## src/rtl/pcseq_pkg.sv

```systemverilog
package pcseq_pkg;

  localparam logic [5:0] OPC_REGOP  = 6'h00;
  localparam logic [5:0] OPC_GOTO   = 6'h02;
  localparam logic [5:0] OPC_CALL   = 6'h03;
  localparam logic [5:0] OPC_BR_EQ  = 6'h04;
  localparam logic [5:0] OPC_BR_NE  = 6'h05;
  localparam logic [5:0] FN_REGJUMP = 6'h08;

  typedef enum logic [2:0] {
    FLOW_SEQ,
    FLOW_BR_EQ,
    FLOW_BR_NE,
    FLOW_GOTO,
    FLOW_CALL,
    FLOW_REGJUMP
  } flow_e;

endpackage

```

## src/rtl/pcseq_decode.sv

```systemverilog
module pcseq_decode
  import pcseq_pkg::*;
#(
  parameter int unsigned W = 32
) (
  input  logic [5:0]   opcode,
  input  logic [5:0]   funct,
  input  logic [W-1:0] opnd_a,
  input  logic [W-1:0] opnd_b,
  output flow_e        kind,
  output logic         br_taken
);

  logic same;
  assign same = (opnd_a == opnd_b);

  always_comb begin
    case (opcode)
      OPC_BR_EQ: kind = FLOW_BR_EQ;
      OPC_BR_NE: kind = FLOW_BR_NE;
      OPC_GOTO:  kind = FLOW_GOTO;
      OPC_CALL:  kind = FLOW_CALL;
      OPC_REGOP: kind = (funct == FN_REGJUMP) ? FLOW_REGJUMP : FLOW_SEQ;
      default:   kind = FLOW_SEQ;
    endcase
  end

  always_comb begin
    case (kind)
      FLOW_BR_EQ: br_taken = same;
      FLOW_BR_NE: br_taken = !same;
      default:    br_taken = 1'b0;
    endcase
  end

endmodule

```

## src/rtl/pcseq_target.sv

```systemverilog
module pcseq_target #(
  parameter int unsigned W     = 32,
  parameter int unsigned OFF_W = 16,
  parameter int unsigned IDX_W = 26
) (
  input  logic [W-1:0]     pc,
  input  logic [OFF_W-1:0] offset,
  input  logic [IDX_W-1:0] index,
  output logic [W-1:0]     pc_inc,
  output logic [W-1:0]     br_tgt,
  output logic [W-1:0]     jmp_tgt
);

  localparam int unsigned EXT_W    = W - OFF_W - 2;
  localparam int unsigned REGION_W = W - IDX_W - 2;

  function automatic logic [W-1:0] step_word(input logic [W-1:0] a);
    return a + W'(4);
  endfunction

  function automatic logic [W-1:0] rel_target(input logic [W-1:0] base,
                                              input logic [OFF_W-1:0] off);
    logic [W-1:0] disp;
    disp = {{EXT_W{off[OFF_W-1]}}, off, 2'b00};
    return base + disp;
  endfunction

  function automatic logic [W-1:0] region_target(input logic [W-1:0] base,
                                                 input logic [IDX_W-1:0] idx);
    return {base[W-1 -: REGION_W], idx, 2'b00};
  endfunction

  assign pc_inc  = step_word(pc);
  assign br_tgt  = rel_target(pc_inc, offset);
  assign jmp_tgt = region_target(pc_inc, index);

endmodule

```

## src/rtl/pcseq_pcreg.sv

```systemverilog
module pcseq_pcreg #(
  parameter int unsigned W          = 32,
  parameter logic [W-1:0] RESET_ADDR = '0
) (
  input  logic         clk,
  input  logic         rst,
  input  logic         hold,
  input  logic [W-1:0] d,
  output logic [W-1:0] q
);

  always_ff @(posedge clk) begin
    if (rst)       q <= RESET_ADDR;
    else if (!hold) q <= d;
  end

endmodule

```

## src/rtl/pc_sequencer.sv

```systemverilog
module pc_sequencer
  import pcseq_pkg::*;
#(
  parameter int unsigned  W          = 32,
  parameter int unsigned  RIDX_W     = 5,
  parameter int unsigned  LINK_REG   = 31,
  parameter logic [W-1:0] RESET_ADDR = 32'h0040_0000
) (
  input  logic              clk,
  input  logic              rst,
  input  logic              stall,
  input  logic [W-1:0]      instr,
  input  logic [W-1:0]      cmp_a,
  input  logic [W-1:0]      cmp_b,
  input  logic [W-1:0]      jr_val,
  output logic [W-1:0]      pc_q,
  output logic [W-1:0]      pc_plus4,
  output logic              link_we,
  output logic [RIDX_W-1:0] link_idx,
  output logic [W-1:0]      link_data
);

  localparam int unsigned OFF_W = 16;
  localparam int unsigned IDX_W = 26;

  flow_e        kind;
  logic         br_taken;
  logic         ev_call;
  logic         ev_goto;
  logic         ev_regjump;
  logic [W-1:0] br_tgt;
  logic [W-1:0] jmp_tgt;
  logic [W-1:0] pc_next;

  pcseq_decode #(.W(W)) dec_i (
    .opcode   (instr[W-1 -: 6]),
    .funct    (instr[5:0]),
    .opnd_a   (cmp_a),
    .opnd_b   (cmp_b),
    .kind     (kind),
    .br_taken (br_taken)
  );

  pcseq_target #(.W(W), .OFF_W(OFF_W), .IDX_W(IDX_W)) tgt_i (
    .pc      (pc_q),
    .offset  (instr[OFF_W-1:0]),
    .index   (instr[IDX_W-1:0]),
    .pc_inc  (pc_plus4),
    .br_tgt  (br_tgt),
    .jmp_tgt (jmp_tgt)
  );

  assign ev_call    = (kind == FLOW_CALL);
  assign ev_goto    = (kind == FLOW_GOTO);
  assign ev_regjump = (kind == FLOW_REGJUMP);

  always_comb begin
    if (br_taken)                pc_next = br_tgt;
    else if (ev_goto || ev_call) pc_next = jmp_tgt;
    else if (ev_regjump)         pc_next = jr_val;
    else                         pc_next = pc_plus4;
  end

  pcseq_pcreg #(.W(W), .RESET_ADDR(RESET_ADDR)) reg_i (
    .clk  (clk),
    .rst  (rst),
    .hold (stall),
    .d    (pc_next),
    .q    (pc_q)
  );

  assign link_we   = ev_call && !stall && !rst;
  assign link_idx  = RIDX_W'(LINK_REG);
  assign link_data = pc_plus4;

endmodule

```

## config.mk

```make
export PLATFORM = sky130hd
export DESIGN_NAME = pc_sequencer
export DESIGN_NICKNAME = d
export VERILOG_FILES = /design/src/rtl/pcseq_pkg.sv /design/src/rtl/pcseq_decode.sv /design/src/rtl/pcseq_target.sv /design/src/rtl/pcseq_pcreg.sv /design/src/rtl/pc_sequencer.sv
export SDC_FILE = /design/constraint.sdc
export NUM_CORES = 1
export LEC_CHECK = 0
export BUFFER_PORTS_ARGS = -buffer_cell sky130_fd_sc_hd__clkbuf_2
export CORE_MARGIN = 4
export CORE_UTILIZATION = 32
export DETAILED_ROUTE_END_ITERATION = 7
export SLEW_MARGIN = 20
export SYNTH_ARGS = -nofsm -noshare
export SYNTH_HDL_FRONTEND = slang
export SYNTH_SLANG_ARGS = --single-unit
```

## constraint.sdc

```tcl
create_clock -name clk -period 9.91 [get_ports clk]
set_clock_uncertainty 0.05 [all_clocks]
set_input_delay 0.4955 -clock clk [delete_from_list [all_inputs] [get_ports clk]]
set_output_delay 0.4955 -clock clk [all_outputs]
set_load 0.02 [all_outputs]
```

# Word-level counts from Yosys, hierarchy flattened

Cells that the tools add are included.
W data, S select, Z words.

$add $sub $neg: 2
Reduce and logical (&&, ||, !) cells: 7
Multiplexer cells: 6
Equality and inequality tests: 11

Operators by type and width:

| kind                    | number |
|---|---|
| $mux W32                | 3 |
| $add A32 B3 Y32 const B | 1 |
| $add A32 B32 Y32        | 1 |
| $eq A32 B32 Y1          | 1 |
| $pmux W3 S5             | 1 |
| $eq A6 B2 Y1 const B    | 2 |
| $eq A6 B3 Y1 const B    | 2 |
| $eq A3 B2 Y1 const B    | 2 |
| $eq A3 B3 Y1 const B    | 2 |
| $eq A6 B4 Y1 const B    | 1 |
| $logic_not A6 Y1        | 1 |
| $eq A3 B1 Y1 const B    | 1 |
| $logic_not A1 Y1        | 3 |
| $mux W3                 | 1 |
| $logic_and A1 B1 Y1     | 2 |
| $pmux W1 S2             | 1 |
| $logic_or A1 B1 Y1      | 1 |

Register bits after elaboration: 32
Output and inout port bits: 102
Bits of input ports: 131

# Depth between registers and ports, before layout

Depth in word-level cells: 7
Depth in mapped cells: 15
Depth with buffers taken out: 15

# Cells and area by module

From an unflattened synthesis, not the netlist that was laid out.

Cells, all modules: 753
Area total of the unflattened synthesis: 6004.5 um^2

Modules (own cells, without submodules):

| module       | sequential area each (um^2) | cells an instance | instances | area each (um^2) |
|---|---|---|---|---|
| pcseq_target | 0.0                         | 365               | 1         | 2611.3 |
| pc_sequencer | 0.0                         | 225               | 1         | 1778.0 |
| pcseq_pcreg  | 640.6                       | 103               | 1         | 1166.1 |
| pcseq_decode | 0.0                         | 60                | 1         | 449.2 |

# Least setup slack after synthesis

No wires, ideal clock.

Path type: register -> register
From: register reg_i.q[2]
To: register reg_i.q[29]
Stages on the path, launching flop included: 15
Arrival time: 3.800 ns
Clock period less this slack: 3.945 ns
Setup slack: 5.965 ns
Setup time: 0.095 ns
Path through: dfxtp_1 > ha_1 > nand4_1 > nor4_2 > and4_1 > xor2_1 > ha_1 > nand4_1 > nor3_1 > or3b_2 > a31oi_1 > nor3_1 > xnor2_1 > o21ai_0 > a221oi_1

Elaborated cells between the ends (all ways): 5
Classes of those cells: add/sub (2); mux (3)

RTL lines:

| what                   | RTL line           | text |
|---|---|---|
| start, declared        | pcseq_pcreg.sv:9   | `output logic [W-1:0] q` |
| start signal, assigned | pcseq_pcreg.sv:13  | `if (rst) q <= RESET_ADDR;` |
| start signal, assigned | pcseq_pcreg.sv:14  | `else if (!hold) q <= d;` |
| $add A32 B3 Y32        | pcseq_target.sv:18 | `return a + W'(4);` |
| net link_data[20]      | pc_sequencer.sv:20 | `output logic [W-1:0] link_data` |
| $add A32 B32 Y32       | pcseq_target.sv:25 | `return base + disp;` |
| $mux W32               | pc_sequencer.sv:58 | `if (br_taken) pc_next = br_tgt;` |

The timed path passes the listed nets, and every way through them passes these cells.
A chain may end at the register's enable or synchronous reset.

# Worst setup path after layout

From: register reg_i.q[2]
To: register reg_i.q[29]

Longest elaborated chain between the ends: 4
Elaborated cells between the ends (all ways): 5
Classes of those cells: add/sub (2); mux (3)

RTL lines:

| what                                                                     | RTL line |
|---|---|
| $add A32 B3 Y32 *                                                        | pcseq_target.sv:18 |
| parallel branches: the longest is 2 deep, another holds $add A32 B32 Y32 | n/a |
| $mux W32 *                                                               | pc_sequencer.sv:58 |

Every way passes the cells marked *.

==> impl_metrics.yaml <==
global_routing:
  grt_max_degree: 40
  grt_pass1_vias: 5259
  grt_overflow_total: 0
  groute.usage.overall_pct: 20.5
  grt_first_pass_wirelength_mm: 27.4
  antenna_found_initial: 0
logic_synthesis:
  yosys-top-cells-area: "dfxtp_1, xnor2_1, ha_1"
  synth_edf_count: 0
  yosysSeqAreaShare_pct: 13.6
  syn_avg_cell_area_um2: 7.39
  ys_warn_count: 0
  synth_cell_type_count: 67
  syn_area_um2: 4700
  synthFlopType: "dfxtp_1"
  synth_top_area_share_pct: 13.6
  synthArstFlopShare_pct: 0
  synth_top_area_cell: "dfxtp_1"
  synth-seq-cells: 32
  syn_inst: 635
worst_setup_path:
  required_ps: 10040
  worstSetupEndpointType: "flip-flop"
  crit_fanout: 7
  path_class: "flip-flop to flip-flop"
  worst_setup_path_start_kind: "flip-flop"
  ff2ff_setup_slack_ps: 5510
  arrival_ps: 4530
timing:
  tns_ps: 0
  drv_slew: 0
  period_minus_slack_ps: 4400
  rsz0062_at_grt: "false"
  worst_pin_slew_ps: 920
  fin_crit_sh_pct: 44.4
  finalHoldViolCount: 0
  fmax_ghz: 0.227
  setup_violations: 0
  slew-limit-headroom_pct: 38.3
placement:
  dp_cells: 990
  portBuffers: 227
  placed_cell_area_um2: 5710
  place.gp.congestion: 0.879
  dp_hpwl_mm: 14.2
route:
  post_drt_wl_per_cell_um: 17.8
  initialDrtViolationCount: 272
  drt-pass1-iter-count: 4
  vias: 5365
  drc_errors: 0
  postRouteAntennaNets: 0
  wl_mm: 17.8
  avgViaCountPerCell: 5.38
clock_tree:
  post_cts_resized: 0
  clk_latency_ps: 280
  htreeDepth: 2
  cts_sinks: 32
  post_cts_buffers: 0
  clkSlewWorstSetupHoldPaths_ps: 60
  cts_hold_buf: 0
  cts-root-to-sink-buffers: 2
  cts_tree: "yes"
  tritoncts.num_buffers: 5
  cts-root-buf: "clkbuf_16"
floorplan:
  start_util_pct: 32.4
  coreArea_um2: 14500
  io_pins: 233
  die_area_um2: 16700
  die_x_um: 129
  num_rows: 44
  die_y_um: 129
flow_run:
  maxCapViolCount: 0
final_layout:
  layout-drive-gt1-share_pct: 31.4
  final_net_count: 981
  final_common_cell: "clkbuf_2"
  top_register: "reg_i.q"
  area_growth_pct: 24.8
  largest_register_ffs: 32
  final_area_um2: 5860
  mostFrequentLayoutCells: "clkbuf_2, xnor2_1, nand2_1, a21oi_1, nor2_1"
  insertedDiodeCount: 0
  final_util_pct: 40.5
  fin_cells: 998
  reg_top3: "reg_i.q: 32 flops"
power:
  peakVddDrop_uv: 45.6
  p_leak_uw: 0.00258
  p_per_area_nw_per_um2: 86.2
run_status:
  status: "completed"
worst_hold_path:
  hp-class: "primary input to flip-flop"
[worst max-delay path, stage by stage, from the launching register on]
cell	delay, ps
dfxtp_1	420
ha_1	250
nand4_1	320
nor4_2	700
nand2_1	220
nor2_1	190
xnor2_1	140
ha_1	420
and4_1	260
nand3_1	130
or3b_2	490
a31oi_1	170
nor3_1	80
xnor2_1	120
o21ai_0	100
a221oi_1	250
[kinds of logic after synthesis]
| group | count (synthesis) | share of synthesized area (%) |
|---|---|---|
| XOR/XNOR | 86 | 16.2 |
| flip-flops | 32 | 13.6 |
| AO/OA/AOI/OAI | 195 | 27.8 |
| adder cells (fa/ha/maj) | 37 | 10.0 |
| multiplexers | 5 | 1.12 |
| buffers and inverters | 82 | 9.89 |
| AND/OR/NAND/NOR | 197 | 21.2 |
| other | 1 | 0.0799 |
[power by group]
group	total, µW	internal (µW)	switching (µW)	leakage (µW)
Combinational	202	84.5	118	0.00225
Clock	163	100	62.2	0.0000712
Sequential	140	134	6.62	0.000261
Total	505	319	187	0.00258
[final timing paths]
| path | startpoint | to | cells after the start |
|---|---|---|---|
| hold reg to reg | reg_i.q[3] | reg_i.q[3] | 2 |
| setup / recovery | reg_i.q[2] | reg_i.q[29] | 15 |
| setup reg to reg | reg_i.q[2] | reg_i.q[29] | 15 |
| hold / removal | jr_val[1] | reg_i.q[1] | 3 |
[cell type report]
class	instances	area (µm²)
flip-flops and latches	32	641
repair buffers	231	1170
well taps	184	230
multi-input cells	525	3610
inverters	18	67.6
fillers	1583	8620
clock buffers	8	146
[cell usage after synthesis, types with 9 or more instances]
cell type / instances
dfxtp_1: 32
o211ai_1: 10
nor3_1: 12
nand2_1: 65
nor4_1: 9
xnor2_1: 69
a21oi_1: 58
inv_1: 18
nand4_1: 16
a22oi_1: 19
clkbuf_1: 20
o21ai_0: 28
ha_1: 36
nand3_1: 19
buf_4: 39
nor2_1: 45
xor2_1: 16
a211oi_1: 9
[per-layer routing]
layer | track usage [%] | part of all wire (%) | up-vias
li1 | - | - | 2651
met5 | 0 | 0 | -
met4 | 4.57 | 1.5 | 0
met1 | 28.5 | 46 | 2515
met3 | 2.93 | 5.8 | 17
met2 | 33.8 | 47 | 182
[metrics by stage]
| stage | setup slack (ps) | hold WS (ps) | power, µW |
|---|---|---|---|
| 5_1_grt | 5130 | 420 | 535 |
| 3_3_place_gp | 5680 | 439 | 344 |
| 3_5_place_dp | 5560 | 463 | 343 |
| 6_report | 5510 | 420 | 505 |
| 4_1_cts | 5540 | 412 | 508 |
| 2_1_floorplan | 5960 | 515 | 278 |
Power figures use the tool's default switching activity.
